### config.mk
export PLATFORM = sky130hd
export DESIGN_NAME = extirq_cond
export DESIGN_NICKNAME = d
export VERILOG_FILES = /design/src/rtl/extirq_pkg.sv /design/src/rtl/extirq_sync.sv /design/src/rtl/extirq_line.sv /design/src/rtl/extirq_cond.sv
export SDC_FILE = /design/constraint.sdc
export NUM_CORES = 1
export LEC_CHECK = 0
export BUFFER_PORTS_ARGS = -buffer_cell sky130_fd_sc_hd__buf_4
export CAP_MARGIN = 20
export CORE_MARGIN = 2
export CORE_UTILIZATION = 37
export CTS_CLUSTER_DIAMETER = 200
export DETAILED_ROUTE_END_ITERATION = 12
export PLACE_DENSITY = 0.75
export SLEW_MARGIN = 15
export SYNTH_ARGS = -nofsm -noshare
export SYNTH_HDL_FRONTEND = slang
export SYNTH_SLANG_ARGS = --single-unit
### constraint.sdc
create_clock -name clk_i -period 1 [get_ports clk_i]
set_input_delay 0.1 -clock clk_i [delete_from_list [all_inputs] [get_ports clk_i]]
set_output_delay 0.1 -clock clk_i [all_outputs]
set_load 0.05 [all_outputs]
### src/rtl/extirq_pkg.sv
package extirq_pkg;
    localparam int unsigned NUM_LINES = 3;
    localparam int unsigned FIELD_W   = 8;
    localparam int unsigned REG_W     = 32;

    localparam int unsigned BIT_PEND = 0;
    localparam int unsigned BIT_CSEL = 4;
    localparam int unsigned BIT_EN   = 5;
    localparam int unsigned BIT_TRIG = 6;

    typedef enum logic [1:0] {
        TRIG_LVL_HI = 2'b00,
        TRIG_LVL_LO = 2'b01,
        TRIG_RISE   = 2'b10,
        TRIG_FALL   = 2'b11
    } trig_e;

    typedef struct packed {
        trig_e trig;
        logic  en;
        logic  csel;
    } line_cfg_t;

    typedef struct packed {
        logic prev;
        logic pend;
    } line_st_t;
endpackage

### src/rtl/extirq_sync.sv
module extirq_sync #(
    parameter int unsigned WIDTH  = 3,
    parameter int unsigned STAGES = 2
) (
    input  logic             clk_i,
    input  logic             rst_ni,
    input  logic [WIDTH-1:0] async_i,
    output logic [WIDTH-1:0] sync_o
);
    logic [STAGES-1:0][WIDTH-1:0] stg_d, stg_q;

    always_comb begin
        stg_d    = stg_q;
        stg_d[0] = async_i;
        for (int s = 1; s < STAGES; s++) begin
            stg_d[s] = stg_q[s-1];
        end
    end

    always_ff @(posedge clk_i or negedge rst_ni) begin
        if (!rst_ni) stg_q <= '0;
        else         stg_q <= stg_d;
    end

    assign sync_o = stg_q[STAGES-1];
endmodule

### src/rtl/extirq_line.sv
module extirq_line
    import extirq_pkg::*;
(
    input  logic      clk_i,
    input  logic      rst_ni,
    input  logic      sync_i,
    input  line_cfg_t cfg_i,
    input  logic      clr_i,
    output logic      pend_o,
    output logic      req_o
);
    line_st_t st_d, st_q;
    logic     invert, edge_mode, norm_now, norm_prev, edge_seen;

    always_comb begin
        invert    = cfg_i.trig[0];
        edge_mode = cfg_i.trig[1];
        norm_now  = sync_i ^ invert;
        norm_prev = st_q.prev ^ invert;
        edge_seen = norm_now & ~norm_prev;

        st_d      = st_q;
        st_d.prev = sync_i;
        if (!edge_mode)     st_d.pend = 1'b0;
        else if (edge_seen) st_d.pend = 1'b1;
        else if (clr_i)     st_d.pend = 1'b0;

        req_o  = cfg_i.en & (edge_mode ? st_q.pend : norm_now);
        pend_o = st_q.pend;
    end

    always_ff @(posedge clk_i or negedge rst_ni) begin
        if (!rst_ni) st_q <= '0;
        else         st_q <= st_d;
    end

    AST_EDGE_WINS: assert property (@(posedge clk_i) disable iff (!rst_ni)
        (edge_mode && edge_seen) |=> st_q.pend);
    AST_CLEAR_TAKES: assert property (@(posedge clk_i) disable iff (!rst_ni)
        (edge_mode && clr_i && !edge_seen) |=> !st_q.pend);
    AST_PEND_STICKY: assert property (@(posedge clk_i) disable iff (!rst_ni)
        (edge_mode && st_q.pend && !clr_i) |=> st_q.pend);
    AST_LEVEL_NO_LATCH: assert property (@(posedge clk_i) disable iff (!rst_ni)
        (!edge_mode) |=> !st_q.pend);
endmodule

### src/rtl/extirq_cond.sv
module extirq_cond
    import extirq_pkg::*;
#(
    parameter int unsigned SYNC_STAGES = 2
) (
    input  logic                 clk_i,
    input  logic                 rst_ni,
    input  logic                 wr_en_i,
    input  logic [REG_W-1:0]     wr_data_i,
    output logic [REG_W-1:0]     rd_data_o,
    input  logic [NUM_LINES-1:0] pin_i,
    output logic [NUM_LINES-1:0] req_o
);
    line_cfg_t [NUM_LINES-1:0] cfg_d, cfg_q;
    logic      [NUM_LINES-1:0] clr, pend, pin_sync;
    logic                      wr_data_unused;

    assign wr_data_unused = ^wr_data_i;

    extirq_sync #(.WIDTH(NUM_LINES), .STAGES(SYNC_STAGES)) u_sync (
        .clk_i   (clk_i),
        .rst_ni  (rst_ni),
        .async_i (pin_i),
        .sync_o  (pin_sync)
    );

    always_comb begin
        cfg_d     = cfg_q;
        clr       = '0;
        rd_data_o = '0;
        for (int i = 0; i < NUM_LINES; i++) begin
            int unsigned base;
            base = (NUM_LINES - 1 - i) * FIELD_W;
            if (wr_en_i) begin
                cfg_d[i].trig = trig_e'(wr_data_i[base+BIT_TRIG +: 2]);
                cfg_d[i].en   = wr_data_i[base+BIT_EN];
                cfg_d[i].csel = wr_data_i[base+BIT_CSEL];
                clr[i]        = wr_data_i[base+BIT_PEND];
            end
            rd_data_o[base+BIT_TRIG +: 2] = cfg_q[i].trig;
            rd_data_o[base+BIT_EN]        = cfg_q[i].en;
            rd_data_o[base+BIT_CSEL]      = cfg_q[i].csel;
            rd_data_o[base+BIT_PEND]      = pend[i];
        end
    end

    always_ff @(posedge clk_i or negedge rst_ni) begin
        if (!rst_ni) cfg_q <= '0;
        else         cfg_q <= cfg_d;
    end

    for (genvar g = 0; g < NUM_LINES; g++) begin : g_line
        extirq_line u_line (
            .clk_i  (clk_i),
            .rst_ni (rst_ni),
            .sync_i (pin_sync[g]),
            .cfg_i  (cfg_q[g]),
            .clr_i  (clr[g]),
            .pend_o (pend[g]),
            .req_o  (req_o[g])
        );
    end
endmodule

==> results of run 1 <==
-- per-stage QoR --
step           hold slack [ps]  setup slack [ps]  util (%)  std cells
2_1_floorplan           -195.6            -151.2         -         98
3_3_place_gp             9.647            -46.86     47.82        146
3_5_place_dp             18.27            -46.47     47.82        146
4_1_cts                  2.286            -387.8     55.51        161
5_1_grt                  1.533            -437.0     57.35        165
6_report                 17.51            -376.3     57.35        165
-- worst max-delay path, delay by kind of cell (launching register included) --
family          cells  cell delay (ps)
compound gates      1              220
xor+xnor            1              160
buf+inv             1              150
flops               1              440
-- metal layers --
| layer | track usage (%) | wire length (µm) | vias to the layer above | part of all wire, % |
|---|---|---|---|---|
| li1 | - | - | 347 | - |
| met1 | 14.49 | 800 | 334 | 39 |
| met2 | 23.76 | 1096 | 40 | 53 |
| met3 | 2.857 | 166 | 0 | 8.0 |
| met4 | 4.983 | 0 | 0 | 0 |
| met5 | 0 | 0 | - | 0 |
-- state kept, by name (all words and copies together) (netlist names) --
register	cells
u_sync.sync_o	3
rd_data_o	12
g_line.u_line.pend_o	3
g_line.u_line.st_q	3
u_sync.stg_d	3
-- worst max path at each step --
stage	end	slack, ps	depth (start not counted)
after floorplan	req_o[0]	-150	3
after global placement	req_o[0]	-50	3
after detailed placement	req_o[1]	-50	3
after CTS	req_o[2]	-390	3
after global routing	req_o[2]	-440	3
final	req_o[0]	-380	3
-- synthesized netlist by cell type --
cell type	instances
buf_4	23
xor2_1	3
nor3b_1	3
dfrtp_1	24
a21boi_0	3
nand2b_1	3
conb_1	1
mux2_2	12
o31a_1	3
and3b_1	3
o211a_1	3
buf_6	1
-- final cells by class --
class / count / area, µm²
multi-input cells: 50 / 376.6
repair buffers: 56 / 541.8
well taps: 31 / 38.79
clock buffers: 4 / 26.28
fillers: 234 / 1186
flip-flops and latches: 24 / 611.8
-- power by group --
part | total [µW] | internal [µW] | switching (µW)
clock network | 436 | 156 | 280
logic | 935 | 377 | 559
registers | 1130 | 1060 | 69.9
total | 2500 | 1590 | 909
-- kinds of logic (layout without fill, tap and decap cells) --
logic type | Yosys count | count (layout) | synth area share [%]
muxes | 12 | 12 | 12.33
xor gates and xnor gates | 3 | 3 | 2.398
AOI/OAI and AO/OA | 9 | 9 | 7.192
other | 1 | 17 | 0.3421
buffers and inverters | 24 | 60 | 16.78
and+or+nand+nor | 9 | 9 | 6.165
DFF | 24 | 24 | 54.79
-- repair_timing --
| action | CTS | global route |
|---|---|---|
| hold buffers | 4 | 4 |
| pin swaps | 2 | 4 |
| resized for setup | 25 | 3 |
| hold endpoints to repair | 27 | 4 |
| setup endpoints to repair | 20 | 23 |
| setup buffers | 7 | 0 |
==> results by group, run 1 <==
Logic synthesis
  • Register area share after synthesis: 54.79%
  • Syn avg cell area: 13.37 µm²
  • Share of the synthesized area in the top cell type: 54.79%
  • Synth top area cells: dfrtp_1 (55%), buf_4 (16%), mux2_2 (12%)
  • Syn Inst Count: 82
  • Mapped Area: 1096 µm²
  • Synth warnings: 0
  • Yosys cell types: 12
  • Area leader, netlist: dfrtp_1
  • Flops & latches, synth: 24

Floorplan
  • Die area: 3413 µm²
  • Core area: 2781 µm²
  • Starting Density: 39.41%
  • Chip Width: 58.43 µm
  • Die Ht: 58.43 µm
  • IO Pins: 73
  • FP Rows: 19

Setup path
  • Crit-path cells: xor2_1 > o211a_1 > buf_6
  • Critical Path RT: 900 ps
  • Slowest-stage cell, CP: dfrtp_2
  • Worst r2r src: rd_data_o[14]$_DFFE_PN0P_
  • Slowest stage delay, CP: 440 ps
  • Startpoint types: register
  • WP data arrival: 1280 ps
  • Crit path from: rd_data_o[22]$_DFFE_PN0P_
  • R2R depth: 4
  • Kind of critical path: reg2out
  • Worst Path Max Fanout: 2
  • Crit path capture type: output pin
  • Reg2reg setup slack: -150 ps
  • R2r endpoint: g_line[1].u_line.pend_o$_DFFE_PN0P_

Cells and area
  • Most frequent cells in the layout: buf_4 (24), buf_6 (21), conb_1 (17)
  • N_diodes: 0
  • Area Overhead vs Synth: 45.55%
  • Leading cell type in the layout, fill and taps excluded: buf_4
  • Total Nets Final: 173
  • Cell area after layout: 1595 µm²
  • Share of layout cells above drive strength 1: 54.48%

Detailed routing
  • Number of remaining DRC errors: 0
  • Initial drt markers: 6
  • WL final: 2064 µm
  • Vias per cell: 4.370
  • Wirelength per Cell: 12.51 µm
  • Pre-antenna DRT Iters: 2
  • Via count: 721
  • ANT nets after route: 0

Global routing
  • Grt ovf: 0
  • Vias in the first global route: 723
  • Antenna violations before repair: 0
  • Overall global routing resource usage: 12.95%
  • Largest net degree at the start of global routing: 25
  • Global-route wire length before repair: 3318 µm

Pwr
  • VDD IR max: 0.9940 mV
  • Leakage: 0.0007844 µW
  • PD cells: 1566 nW/µm²
  • Total power: 2497 µW

Worst hold path
  • Min-delay src: wr_data_i[22]
  • Class of the worst hold path: in2reg
  • Hold Crit Depth: 2
  • Worst Hold Path EP: rd_data_o[22]$_DFFE_PN0P_

Run
  • Max-cap violations: 0

STA
  • Crit share post-route: 137.6%
  • Setup Viol. Count Final: 16
  • Clk_skew: 2.556 ps
  • Setup ws final: -376.3 ps
  • Final Hold Viols: 0
  • Fin Setup TNS: -2094 ps
  • Post-route minimum period: 1376 ps
  • Fmax: 0.7266 GHz
  • RSZ-0062 raised after global routing: yes
  • Slew Limit Fails: 0

Clock tree
  • CTS tree: done
  • H-tree depth: 1
  • Num CTS Buffers: 3
  • Clock transition at path regs: 130 ps
  • Worst skew pair latency: 310 ps
  • Root Driver: clkbuf_4
  • Clock tree buffer depth: 2
  • CTS sink count: 24

Placed design
  • I/O Buffers: 38
  • Gp weighted congestion: 0.6626
  • Placed cell area: 1330 µm²

Status
  • Violated checks: setup timing
  • Status: complete, but fails checks
Power figures use the tool's default switching activity.
==> run 2, diff against run 1 <==
==> constraint.sdc (replaced) <==
create_clock -name clk_i -period 1 [get_ports clk_i]
set_input_delay 0.15 -clock clk_i [delete_from_list [all_inputs] [get_ports clk_i]]
set_output_delay 0.15 -clock clk_i [all_outputs]
set_load 0.05 [all_outputs]
==> run 2 against run 1 <==
  * The run still ends with setup timing left
  * Non-clock buffer count increased by 2
  * Worst setup slack got worse by 48 ps
  * Wire length decreased by 2.4%
  * Combinational power increased by 6.7%
  * Clock power increased by 16%
  * Via count increased by 2.4%
  * Die area unchanged
  * Cell count increased by 1.2%
  * Core utilization increased by 2.2 points
  * Critical path type unchanged
  * Largest cell class unchanged
  * Largest power group unchanged
  * Highest routed layer unchanged
==> results by group, run 2 (synthesized netlist as in run 1, its figures left out) <==
Clock tree
  • H-tree depth: 1 (unchanged)
  • Clock tree buffer depth: 2 (unchanged)
  • CTS sink count: 24 (unchanged)
  • Num CTS Buffers: 3 (unchanged)
  • CTS tree: done
  • Clock transition at path regs: 130 ps (about the same)
  • Worst skew pair latency: 310 ps (about the same)
  • Root Driver: clkbuf_4

Floorplan
  • Core area: 2781 µm² (unchanged)
  • FP Rows: 19 (unchanged)
  • IO Pins: 73 (unchanged)
  • Chip Width: 58.43 µm (unchanged)
  • Die Ht: 58.43 µm (unchanged)
  • Die area: 3413 µm² (unchanged)
  • Starting Density: 39.41% (unchanged)

Cells and area
  • FILL cells: 225 (-3.8%)
  • Most frequent cells in the layout: buf_6 (25), buf_4 (23), conb_1 (17)
  • Register Area: 611.8 µm² (unchanged)
  • N_diodes: 0 (unchanged)
  • Max reg flops: 12 (unchanged)
  • Leading cell type in the layout, fill and taps excluded: buf_6
  • Multi-input logic area: 384.1 µm² (+2.0%)
  • Share of layout cells above drive strength 1: 58.82% (+4.3 points)
  • Total Nets Final: 175 (+1.2%)
  • Area Overhead vs Synth: 51.03%
  • Final core occ: 59.51% (+2.2 points)

Global routing
  • Vias in the first global route: 771 (+6.6%)
  • Antenna violations before repair: 0 (unchanged)
  • Largest net degree at the start of global routing: 25 (unchanged)
  • Grt ovf: 0 (unchanged)
  • Overall global routing resource usage: 12.62% (-0.33 points)
  • Global-route wire length before repair: 3332 µm (+0.42%)

Setup path
  • Worst Path Max Fanout: 4 (+2)
  • Crit path capture type: output pin
  • WP data arrival: 1270 ps (about the same)
  • Startpoint types: register
  • Kind of critical path: reg2out
  • Critical Path RT: 850 ps (-50 ps)

Pwr
  • VDD IR max: 1.321 mV (+33%)
  • PD cells: 1586 nW/µm² (+1.3%)
  • Leakage: 0.0008239 µW (+5.0%)

STA
  • Setup ws final: -424.3 ps (-48.01 ps)
  • Final Hold Viols: 0 (unchanged)
  • Post-route minimum period: 1424 ps (+48.01 ps)
  • Clk_skew: 8.733 ps (+6.177 ps)
  • Crit share post-route: 142.4% (+4.8 points)
  • Slew Limit Fails: 0 (unchanged)
  • Setup Viol. Count Final: 25 (+9)
  • Fmax: 0.7021 GHz (-3.4%)
  • RSZ-0062 raised after global routing: yes

Worst hold path
  • Class of the worst hold path: in2reg

Detailed routing
  • Wirelength per Cell: 12.06 µm (-3.6%)
  • ANT nets after route: 0 (unchanged)
  • Initial drt markers: 12 (+6)
  • Pre-antenna DRT Iters: 3 (+1)
  • Via count: 738 (+2.4%)
  • WL final: 2014 µm (-2.4%)
  • Number of remaining DRC errors: 0 (unchanged)
  • Vias per cell: 4.419 (+1.1%)

Status
  • Violated checks: setup timing
  • Status: complete, but fails checks

Run
  • Max-cap violations: 0 (unchanged)

Placed design
  • Detailed Place HPWL: 1422 µm
  • Gp weighted congestion: 0.6821 (+2.9%)
  • I/O Buffers: 38 (unchanged)
  • Pre-CTS setup slack: -97.82 ps (-51.35 ps)
run 2: cell count changes in the layout (fill, tap and decap cells not counted):
cell / before / now
buf_6: 21 / 25
dlygate4sd3_1: 8 / 4
buf_8: 3 / 6
mux2_2: 12 / 10
mux2_4: 0 / 2
buf_4: 24 / 23
clkbuf_1: 1 / 0
clkbuf_8: 0 / 1
run 2: what timing repair did:
item / CTS / global route
gates resized for setup: 28 / 12
endpoints found under the setup margin: 20 / 25
gates cloned: 0 / 0
setup buffers: 7 / 3
pin swaps: 2 / 3
hold buffers: 4 / 0
hold endpoints to repair: 27 / 0
run 2: path summary, 6_finish.rpt:
check | start | endpoint | slack (ps) | depth (start not counted)
worst max-delay path | u_sync.sync_o[2]$_DFF_PN0_ | req_o[2] | -420 | 3
worst min-delay path | wr_data_i[15] | rd_data_o[15]$_DFFE_PN0P_ | 60 | 2
worst max register to register | rd_data_o[14]$_DFFE_PN0P_ | g_line[1].u_line.pend_o$_DFFE_PN0P_ | -200 | 4
worst min register to register | u_sync.stg_d[3]$_DFF_PN0_ | u_sync.sync_o[0]$_DFF_PN0_ | 360 | 0
max in group asynchronous | rst_ni | rd_data_o[23]$_DFFE_PN0P_ | 480 | 2
min in group asynchronous | rst_ni | rd_data_o[12]$_DFFE_PN0P_ | 260 | 2
run 2: metrics by stage:
stage	hold slack (ps)	power (µW)	setup TNS [ps]	area [µm²]	instances
2_1_floorplan	-145.6	1776	-941.5	1179	98
3_3_place_gp	60.10	1922	-268.0	1360	150
3_5_place_dp	66.40	1943	-326.1	1360	150
4_1_cts	47.16	2592	-3534	1588	164
5_1_grt	52.15	2733	-4223	1655	167
6_report	60.64	2625	-3276	1655	167
run 2: where the power goes:
group | total (µW) | leakage (µW) | internal, µW | switching [µW]
Combinational | 998 | 0.000527 | 424 | 575
Clock | 504 | 0.0000210 | 222 | 282
Sequential | 1120 | 0.000276 | 1060 | 66.2
Total | 2630 | 0.000824 | 1700 | 923
run 2: per-layer routing:
metal  global-route usage (%)  up-vias  routed length, µm
met3                    3.077        0                164
met2                    22.47       40               1031
met1                    15.32      352                817
met4                    2.990        0                  0
li1                         -      346                  -
met5                        0        -                  0
run 2: critical path, stage by stage (launching register included):
cell and delay (ps):
dfrtp_1 430, xor2_1 170, o211a_1 220, buf_6 150
run 2: layout make-up:
cell class / count / share of cell area, %
flip-flops and latches: 24 / 36.96
repair buffers: 58 / 35.30
multi-input cells: 50 / 23.20
well taps: 31 / 2.343
clock buffers: 4 / 2.192
